--- src/rtl/gpb_pkg.sv ---
package gpb_pkg;

  // Byte offsets decoded by software; their values are part of the map.
  localparam int OFS_OWN    = 'h000;
  localparam int OFS_ROUTE  = 'h010;
  localparam int OFS_GLOB   = 'h07C;
  localparam int OFS_STAT   = 'h080;
  localparam int OFS_EN     = 'h090;
  localparam int OFS_CFG    = 'h100;
  localparam int CFG_SHIFT  = 3;     // 8-byte stride per pin

  // First configuration word bit positions
  localparam int B1_OUT  = 31;
  localparam int B1_IN   = 30;
  localparam int B1_TRIG = 4;
  localparam int B1_INV  = 3;
  localparam int B1_DIR  = 2;

  // Second configuration word bit positions
  localparam int B2_DIS  = 2;

  typedef struct packed {
    logic       out_lvl;
    logic       trig_lvl;
    logic       trig_inv;
    logic       dir_in;
    logic [1:0] fsel;
    logic       sense_dis;
    logic [1:0] pull;
  } pin_cfg_t;

  localparam pin_cfg_t CFG_RESET = '{
    out_lvl:   1'b0,
    trig_lvl:  1'b0,
    trig_inv:  1'b0,
    dir_in:    1'b1,
    fsel:      2'd1,
    sense_dis: 1'b1,
    pull:      2'd0
  };

endpackage

--- src/rtl/gpb_sync.sv ---
module gpb_sync #(
  parameter int W = 8
) (
  input  logic         clk,
  input  logic         rst_n,
  input  logic [W-1:0] d,
  output logic [W-1:0] q
);
  logic [W-1:0] meta;

  always_ff @(posedge clk or negedge rst_n) begin
    if (!rst_n) begin
      meta <= '0;
      q    <= '0;
    end else begin
      meta <= d;
      q    <= meta;
    end
  end
endmodule

--- src/rtl/gpb_pin_cfg.sv ---
module gpb_pin_cfg
  import gpb_pkg::*;
(
  input  logic        clk,
  input  logic        rst_n,
  input  logic        wr_cfg1,
  input  logic        wr_cfg2,
  input  logic [31:0] wdata,
  input  logic        sync_in,
  output pin_cfg_t    cfg,
  output logic        sense_level,
  output logic [31:0] rd_cfg1,
  output logic [31:0] rd_cfg2
);
  logic unused_wbits;
  assign unused_wbits = ^wdata[30:5];

  always_ff @(posedge clk or negedge rst_n) begin
    if (!rst_n) begin
      cfg <= CFG_RESET;
    end else begin
      if (wr_cfg1) begin
        cfg.out_lvl  <= wdata[B1_OUT];
        cfg.trig_lvl <= wdata[B1_TRIG];
        cfg.trig_inv <= wdata[B1_INV];
        cfg.dir_in   <= wdata[B1_DIR];
        cfg.fsel     <= wdata[1:0];
      end
      if (wr_cfg2) begin
        cfg.sense_dis <= wdata[B2_DIS];
        cfg.pull      <= wdata[1:0];
      end
    end
  end

  assign sense_level = sync_in & ~cfg.sense_dis;

  assign rd_cfg1 = {cfg.out_lvl, sense_level, 25'd0, cfg.trig_lvl,
                    cfg.trig_inv, cfg.dir_in, cfg.fsel};
  assign rd_cfg2 = {29'd0, cfg.sense_dis, cfg.pull};

  AST_CFG1_HOLD: assert property (@(posedge clk) disable iff (!rst_n)
    !wr_cfg1 |=> $stable({cfg.out_lvl, cfg.trig_lvl, cfg.trig_inv, cfg.dir_in, cfg.fsel}));

  AST_CFG2_HOLD: assert property (@(posedge clk) disable iff (!rst_n)
    !wr_cfg2 |=> $stable({cfg.sense_dis, cfg.pull}));
endmodule

--- src/rtl/gpb_bitmap_regs.sv ---
module gpb_bitmap_regs #(
  parameter int N  = 95,
  parameter int NW = (N + 31) / 32
) (
  input  logic             clk,
  input  logic             rst_n,
  input  logic [NW-1:0]    wr_own,
  input  logic [NW-1:0]    wr_route,
  input  logic [NW-1:0]    wr_en,
  input  logic [NW-1:0]    wr_clr,
  input  logic             wr_glob,
  input  logic [31:0]      wdata,
  input  logic [N-1:0]     irq_set,
  output logic [NW*32-1:0] own_v,
  output logic [NW*32-1:0] route_v,
  output logic [NW*32-1:0] en_v,
  output logic [NW*32-1:0] stat_v,
  output logic [31:0]      glob_q
);
  localparam int PW = NW * 32;

  logic [PW-1:0] set_pad;
  assign set_pad = PW'(irq_set);

  logic [31:0] own_w   [NW];
  logic [31:0] route_w [NW];
  logic [31:0] en_w    [NW];
  logic [31:0] stat_w  [NW];

  for (genvar w = 0; w < NW; w++) begin : g_word
    localparam int VB = ((N - w * 32) >= 32) ? 32 : (N - w * 32);
    localparam logic [31:0] MASK = (VB == 32) ? 32'hFFFF_FFFF : ((32'd1 << VB) - 32'd1);
    logic [31:0] set_w;
    assign set_w = set_pad[w*32 +: 32] & MASK;

    always_ff @(posedge clk or negedge rst_n) begin
      if (!rst_n) begin
        own_w[w]   <= '0;
        route_w[w] <= '0;
        en_w[w]    <= '0;
        stat_w[w]  <= '0;
      end else begin
        if (wr_own[w])   own_w[w]   <= wdata & MASK;
        if (wr_route[w]) route_w[w] <= wdata & MASK;
        if (wr_en[w])    en_w[w]    <= wdata & MASK;
        stat_w[w] <= (stat_w[w] & ~(wr_clr[w] ? wdata : 32'd0)) | set_w;
      end
    end

    assign own_v[w*32 +: 32]   = own_w[w];
    assign route_v[w*32 +: 32] = route_w[w];
    assign en_v[w*32 +: 32]    = en_w[w];
    assign stat_v[w*32 +: 32]  = stat_w[w];
  end

  always_ff @(posedge clk or negedge rst_n) begin
    if (!rst_n)       glob_q <= '0;
    else if (wr_glob) glob_q <= wdata;
  end

  AST_STAT_STICKY: assert property (@(posedge clk) disable iff (!rst_n)
    (wr_clr == '0) |=> ((stat_v & $past(stat_v)) == $past(stat_v)));

  AST_EN_HOLD: assert property (@(posedge clk) disable iff (!rst_n)
    (wr_en == '0) |=> $stable(en_v));
endmodule

--- src/rtl/gpio_pad_bank.sv ---
module gpio_pad_bank
  import gpb_pkg::*;
#(
  parameter int NUM_PINS = 95,
  parameter int ADDR_W   = 12
) (
  input  logic                  clk,
  input  logic                  rst_n,
  input  logic                  req_valid,
  output logic                  req_ready,
  input  logic                  req_write,
  input  logic [ADDR_W-1:0]     req_addr,
  input  logic [31:0]           req_wdata,
  output logic                  rsp_valid,
  input  logic                  rsp_ready,
  output logic [31:0]           rsp_rdata,
  input  logic [NUM_PINS-1:0]   pad_in,
  output logic [NUM_PINS-1:0]   pad_out,
  output logic [NUM_PINS-1:0]   pad_oe,
  output logic [2*NUM_PINS-1:0] pad_fsel,
  output logic [2*NUM_PINS-1:0] pad_pull,
  output logic [NUM_PINS-1:0]   trig_level,
  output logic [NUM_PINS-1:0]   trig_invert,
  output logic [NUM_PINS-1:0]   sense_level,
  input  logic [NUM_PINS-1:0]   irq_set,
  output logic [NUM_PINS-1:0]   irq_enable,
  output logic [NUM_PINS-1:0]   irq_route,
  output logic [NUM_PINS-1:0]   irq_status,
  output logic [NUM_PINS-1:0]   pin_host_owned,
  output logic [31:0]           glob_ctrl
);
  localparam int N    = NUM_PINS;
  localparam int NW   = (N + 31) / 32;
  localparam int WA_W = ADDR_W - 2;
  localparam int CP_W = ADDR_W - CFG_SHIFT;

  // ---------------- handshake ----------------
  logic acc, wr_acc;
  assign req_ready = !rsp_valid || rsp_ready;
  assign acc       = req_valid && req_ready;
  assign wr_acc    = acc && req_write;

  // ---------------- decode ----------------
  logic            aligned;
  logic [WA_W-1:0] wa;
  logic [CP_W-1:0] cfg_slot, cfg_pin;
  logic            cfg_hit;

  assign aligned  = (req_addr[1:0] == 2'b00);
  assign wa       = req_addr[ADDR_W-1:2];
  assign cfg_slot = req_addr[ADDR_W-1:CFG_SHIFT];
  assign cfg_pin  = cfg_slot - CP_W'(OFS_CFG >> CFG_SHIFT);
  assign cfg_hit  = aligned && (cfg_slot >= CP_W'(OFS_CFG >> CFG_SHIFT)) &&
                    (cfg_pin < CP_W'(N));

  logic [NW-1:0] hit_own, hit_route, hit_stat, hit_en;
  logic          hit_glob;

  for (genvar w = 0; w < NW; w++) begin : g_hit
    assign hit_own[w]   = aligned && (wa == WA_W'(OFS_OWN   / 4 + w));
    assign hit_route[w] = aligned && (wa == WA_W'(OFS_ROUTE / 4 + w));
    assign hit_stat[w]  = aligned && (wa == WA_W'(OFS_STAT  / 4 + w));
    assign hit_en[w]    = aligned && (wa == WA_W'(OFS_EN    / 4 + w));
  end
  assign hit_glob = aligned && (wa == WA_W'(OFS_GLOB / 4));

  // ---------------- per-pin configuration ----------------
  logic [N-1:0] wr1, wr2, pad_sync;
  logic [31:0]  rd1 [N];
  logic [31:0]  rd2 [N];
  pin_cfg_t     cfg_q [N];

  gpb_sync #(.W(N)) u_sync (
    .clk   (clk),
    .rst_n (rst_n),
    .d     (pad_in),
    .q     (pad_sync)
  );

  for (genvar p = 0; p < N; p++) begin : g_pin
    assign wr1[p] = wr_acc && cfg_hit && (cfg_pin == CP_W'(p)) && !req_addr[2];
    assign wr2[p] = wr_acc && cfg_hit && (cfg_pin == CP_W'(p)) &&  req_addr[2];

    gpb_pin_cfg u_pin (
      .clk         (clk),
      .rst_n       (rst_n),
      .wr_cfg1     (wr1[p]),
      .wr_cfg2     (wr2[p]),
      .wdata       (req_wdata),
      .sync_in     (pad_sync[p]),
      .cfg         (cfg_q[p]),
      .sense_level (sense_level[p]),
      .rd_cfg1     (rd1[p]),
      .rd_cfg2     (rd2[p])
    );

    assign pad_out[p]         = cfg_q[p].out_lvl;
    assign pad_oe[p]          = ~cfg_q[p].dir_in;
    assign pad_fsel[2*p +: 2] = cfg_q[p].fsel;
    assign pad_pull[2*p +: 2] = cfg_q[p].pull;
    assign trig_level[p]      = cfg_q[p].trig_lvl;
    assign trig_invert[p]     = cfg_q[p].trig_inv;
  end

  // ---------------- bitmap words ----------------
  logic [NW*32-1:0] own_v, route_v, en_v, stat_v;

  gpb_bitmap_regs #(.N(N), .NW(NW)) u_bmp (
    .clk      (clk),
    .rst_n    (rst_n),
    .wr_own   (hit_own   & {NW{wr_acc}}),
    .wr_route (hit_route & {NW{wr_acc}}),
    .wr_en    (hit_en    & {NW{wr_acc}}),
    .wr_clr   (hit_stat  & {NW{wr_acc}}),
    .wr_glob  (hit_glob && wr_acc),
    .wdata    (req_wdata),
    .irq_set  (irq_set),
    .own_v    (own_v),
    .route_v  (route_v),
    .en_v     (en_v),
    .stat_v   (stat_v),
    .glob_q   (glob_ctrl)
  );

  assign pin_host_owned = own_v[N-1:0];
  assign irq_route      = route_v[N-1:0];
  assign irq_enable     = en_v[N-1:0];
  assign irq_status     = stat_v[N-1:0];

  // ---------------- read mux ----------------
  logic [31:0] rd_mux;

  always_comb begin
    rd_mux = '0;
    for (int w = 0; w < NW; w++) begin
      if (hit_own[w])   rd_mux = own_v[w*32 +: 32];
      if (hit_route[w]) rd_mux = route_v[w*32 +: 32];
      if (hit_stat[w])  rd_mux = stat_v[w*32 +: 32];
      if (hit_en[w])    rd_mux = en_v[w*32 +: 32];
    end
    if (hit_glob) rd_mux = glob_ctrl;
    for (int p = 0; p < N; p++) begin
      if (cfg_hit && (cfg_pin == CP_W'(p)))
        rd_mux = req_addr[2] ? rd2[p] : rd1[p];
    end
  end

  // ---------------- response ----------------
  always_ff @(posedge clk or negedge rst_n) begin
    if (!rst_n) begin
      rsp_valid <= 1'b0;
      rsp_rdata <= '0;
    end else if (acc) begin
      rsp_valid <= 1'b1;
      rsp_rdata <= req_write ? 32'd0 : rd_mux;
    end else if (rsp_ready) begin
      rsp_valid <= 1'b0;
    end
  end

  AST_RSP_HOLD: assert property (@(posedge clk) disable iff (!rst_n)
    (rsp_valid && !rsp_ready) |=> (rsp_valid && $stable(rsp_rdata)));

  AST_ACCEPT_RSP: assert property (@(posedge clk) disable iff (!rst_n)
    (req_valid && req_ready) |=> rsp_valid);
endmodule

--- config.mk ---
export PLATFORM = sky130hd
export DESIGN_NAME = gpio_pad_bank
export DESIGN_NICKNAME = d
export VERILOG_FILES = /design/src/rtl/gpb_pkg.sv /design/src/rtl/gpb_sync.sv /design/src/rtl/gpb_pin_cfg.sv /design/src/rtl/gpb_bitmap_regs.sv /design/src/rtl/gpio_pad_bank.sv
export SDC_FILE = /design/constraint.sdc
export NUM_CORES = 2
export LEC_CHECK = 0
export BUFFER_PORTS_ARGS = -buffer_cell sky130_fd_sc_hd__buf_2
export CAP_MARGIN = 10
export CORE_AREA = 2 2 593 595
export DETAILED_ROUTE_END_ITERATION = 6
export DIE_AREA = 0 0 595 597
export PLACE_DENSITY_LB_ADDON = 0.05
export SYNTH_ARGS = -nofsm -noshare
export SYNTH_HDL_FRONTEND = slang
export SYNTH_SLANG_ARGS = --single-unit
--- constraint.sdc ---
create_clock -name clk -period 5.1 [get_ports clk]
set_input_delay 0.51 -clock clk [delete_from_list [all_inputs] [get_ports clk]]
set_output_delay 0.51 -clock clk [all_outputs]
set_load 0.01 [all_outputs]
==> results.sh <==
export IMPL_slew_headroom_pct=4.90
export IMPL_post_route_util_pct=27.5
export IMPL_place_hpwl_mm=421
export IMPL_root_buffer="clkbuf_16"
export IMPL_crit_fanout=11
export IMPL_leakage_uw=0.0455
export IMPL_num_rows=217
export IMPL_synth_edff_count=0
export IMPL_cts_buffers=201
export IMPL_end_kind="flop"
export IMPL_setup_violations=0
export IMPL_grtUsageTotal_pct=29.1
export IMPL_ys_seq_area_share_pct=49.3
export IMPL_die_y_um=597
export IMPL_drtIter0Drc=5416
export IMPL_fin_crit_sh_pct=99.5
export IMPL_yosys_register_bits=1491
export IMPL_antenna_found_initial=74
export IMPL_clock_skew_ns=0.0606
export IMPL_grt_pass1_wl_mm=691
export IMPL_holdWs_ns=0.0641
export IMPL_routabilityCongestion=0.936
export IMPL_clock_sinks=1491
export IMPL_fmax_ghz=0.197
export IMPL_nets=8282
export IMPL_seq_area_um2=37700
export IMPL_grt_pass1_vias=64700
export IMPL_clk_path_buf_depth=4
export IMPL_worstReg2RegEnd="rsp_rdata[1]"
export IMPL_setup_tns_final_ns=0
export IMPL_wl_per_cell_um=41.7
export IMPL_pwr_share_clk_pct=51.2
export IMPL_p_per_area_nw_per_um2=297
export IMPL_setup_worst_path_start_class="input pin"
export IMPL_rr_worst_depth=11
export IMPL_cp_required_ns=5.93
export IMPL_maxSlewViolCount=0
export IMPL_synthesis_nets=7067
export IMPL_outcome="finished, final reports clean"
export IMPL_worstMarginPinSlew_ns=1.42
export IMPL_multi_input_area_um2=30500
export IMPL_die_w_um=595
export IMPL_wl_mm=535
export IMPL_die_area_um2=355000
export IMPL_netlist_instances=6825
export IMPL_fill_cells=37100
export IMPL_dr_pass1_iters=6
export IMPL_insertion_delay_ns=0.94
export IMPL_switching_power_uw=7630
export IMPL_cts_tree="done"
export IMPL_ioPinCount=1540
export IMPL_globalRouteOverflowTotal=0
export IMPL_hold_class="in2reg"
export IMPL_async_flop_share_pct=100
export IMPL_grt_max_degree=155
export IMPL_synth_distinct_cells=101
export IMPL_final_layout_size_suffix_gt1_share_pct=46.8
export IMPL_maxCapViolCount=0
export IMPL_reg2reg_from="u_bmp.stat_v[33]"
export IMPL_ant_nets=0
export IMPL_viasPerCell=4.96
export IMPL_syn_to_final_growth_pct=25.3
export IMPL_grt_setup_unrepaired="no"
export IMPL_hold_viol=0
export IMPL_vias=63700
export IMPL_drcViolationCount=0
export IMPL_synth_area_per_cell_um2=11.2
export IMPL_core_um2=349000
export IMPL_crit_type="in2reg"
export IMPL_port_buffer_count=1539
export IMPL_synth_ff_type="dfrtp_1"
export IMPL_path_clk_slew_ns=0.06
export IMPL_vdd_drop_max_uv=261
export IMPL_crit_end="rsp_rdata[1]"
export IMPL_arrival_ns=5.90
export IMPL_p_comb_share_pct=6.7
export IMPL_critPathLaunch="req_addr[10]"
export IMPL_initial_core_util_pct=21.9
export IMPL_synth_area_um2=76400
export IMPL_switching_share_pct=26.8
export IMPL_p_int_uw=20800
export IMPL_yosysWarningCount=0
export IMPL_rrSetupSlack_ns=0.61
export IMPL_cts_htree_levels=4
export IMPL_p_seq_share_pct=42.1
export IMPL_finalCriticalPeriod_ns=5.07
[metal layers]
| layer | part of all wire, % | global-route usage, % | vias up |
|---|---|---|---|
| met5 | 0.013 | 0 | - |
| met4 | 3.8 | 9.65 | 12 |
| met3 | 7.0 | 7.08 | 607 |
| met2 | 48 | 49.4 | 2700 |
| met1 | 41 | 36.1 | 34300 |
| li1 | - | - | 26100 |
[cells by family after synthesis]
family | count (synthesis) | share of synthesized area [%]
flip-flops | 1491 | 49.3
buffers and inverters | 1401 | 11.3
AND/OR/NAND/NOR | 1396 | 9.04
multiplexers | 1367 | 19.8
AO/OA/AOI/OAI | 1165 | 10.5
adder cells (fa/ha/maj) | 3 | 0.0491
XOR/XNOR | 2 | 0.0475
[flip-flops by register name, summed over array words and instances (netlist names)]
register         count
g_pin.u_pin.cfg    855
u_bmp.own_v         95
u_bmp.glob_q        32
u_bmp.stat_v        96
u_sync.q            95
rsp_valid            1
rsp_rdata           32
u_bmp.route_v       95
u_sync.meta         95
u_bmp.en_v          95
[layout by cell type (no fill, tap or decap), types with 35 or more instances in the layout]
master and count:
nand4_1 45, nor2b_1 111, dlygate4sd3_1 283, a21oi_1 177, dfstp_2 285, a222oi_1 39
clkbuf_1 63, dfrtp_1 1206, nand3_1 90, nor2_1 317, nor3_1 93, a221oi_1 38
a21o_1 106, nand2_1 489, diode_2 35, a31oi_1 35, a211oi_1 41, mux2i_1 235
buf_12 46, mux2_2 1129, buf_2 1529, o21ai_0 279, buf_4 429, clkbuf_16 201
o22ai_1 41, inv_1 117, a22oi_1 130, clkbuf_8 54, o211ai_1 35
[power groups by stage]
stage	clock [µW]	sequential, µW	combinational (µW)
3_5_place_dp	0	12200	1780
5_1_grt	15400	12000	1980
6_report	14600	12000	1900
3_3_place_gp	0	12200	1790
2_1_floorplan	0	12200	612
4_1_cts	15000	12000	1920
[synth_stat cells, types with 38 or more instances]
cell type  number  area (µm²)
dfrtp_1      1206       30200
mux2_2       1129       12700
buf_4         861        6460
nand2_1       494        1850
nor2_1        324        1220
dfstp_2       285        7490
clkbuf_1      283        1060
o21ai_0       280        1400
mux2i_1       235        2350
a21oi_1       178         891
a22oi_1       130         976
inv_1         118         443
nor2b_1       114         713
a21o_1        106         796
nor3_1        104         521
buf_2          93         465
nand3_1        90         450
nand4_1        45         282
a211oi_1       41         308
o22ai_1        41         257
a222oi_1       39         390
buf_1          39         146
a221oi_1       38         333
nor4_1         38         238
[critical path: stages]
cell      delay (ns)
buf_2           0.26
or4_2           0.99
nor3_1          0.37
buf_4           0.25
a32oi_1         0.11
a31oi_1         0.50
nor4b_1         0.18
nor4_1          0.59
o31ai_2         0.31
buf_4           0.21
a21oi_1         0.50
o221ai_1        0.59
buf_4           0.31
a22oi_1         0.17
[what timing repair did]
item | CTS | global route
gates resized for setup | 2 | 1
setup endpoints to repair | 1 | 1
setup buffers | 0 | 0
hold buffers | 283 | 0
hold endpoints to repair | 355 | 0
[how the worst min path moves through the flow]
stage	start	slack (ns)	end	cells after the start
6_report	req_wdata[2]	0.06	g_pin[90].u_pin.cfg[5]	3
5_1_grt	req_wdata[9]	0.06	u_bmp.own_v[73]	2
4_1_cts	req_wdata[25]	0.0009	u_bmp.own_v[57]	2
3_5_place_dp	u_sync.meta[35]	0.34	u_sync.q[35]	0
3_3_place_gp	u_sync.meta[13]	0.34	u_sync.q[13]	0
2_1_floorplan	rst_n	0.21	g_pin[0].u_pin.cfg[0]	0
[stage by stage]
step / instance area (µm²) / instances / worst slack (ns) / power (µW)
finish: 95800 / 12800 / 0.0280 / 28500
global route: 95700 / 12800 / 0.0478 / 29400
CTS: 95700 / 12800 / 0.0444 / 28900
detailed placement: 86200 / 12200 / -1.07 / 14000
global placement: 86200 / 12100 / -1.06 / 14000
floorplan: 76400 / 6825 / 1.21 / 12800
[area by class of cell]
type	instances	area share, %
Sequential cell	1491	39.3
Multi-Input combinational cell	3933	31.8
Timing Repair Buffer	2295	15.4
Clock buffer	317	6.26
Tap cell	4599	6.01
Clock inverter	51	0.653
Inverter	118	0.465
Antenna cell	35	0.0914
(Power assumes the default switching activity.)
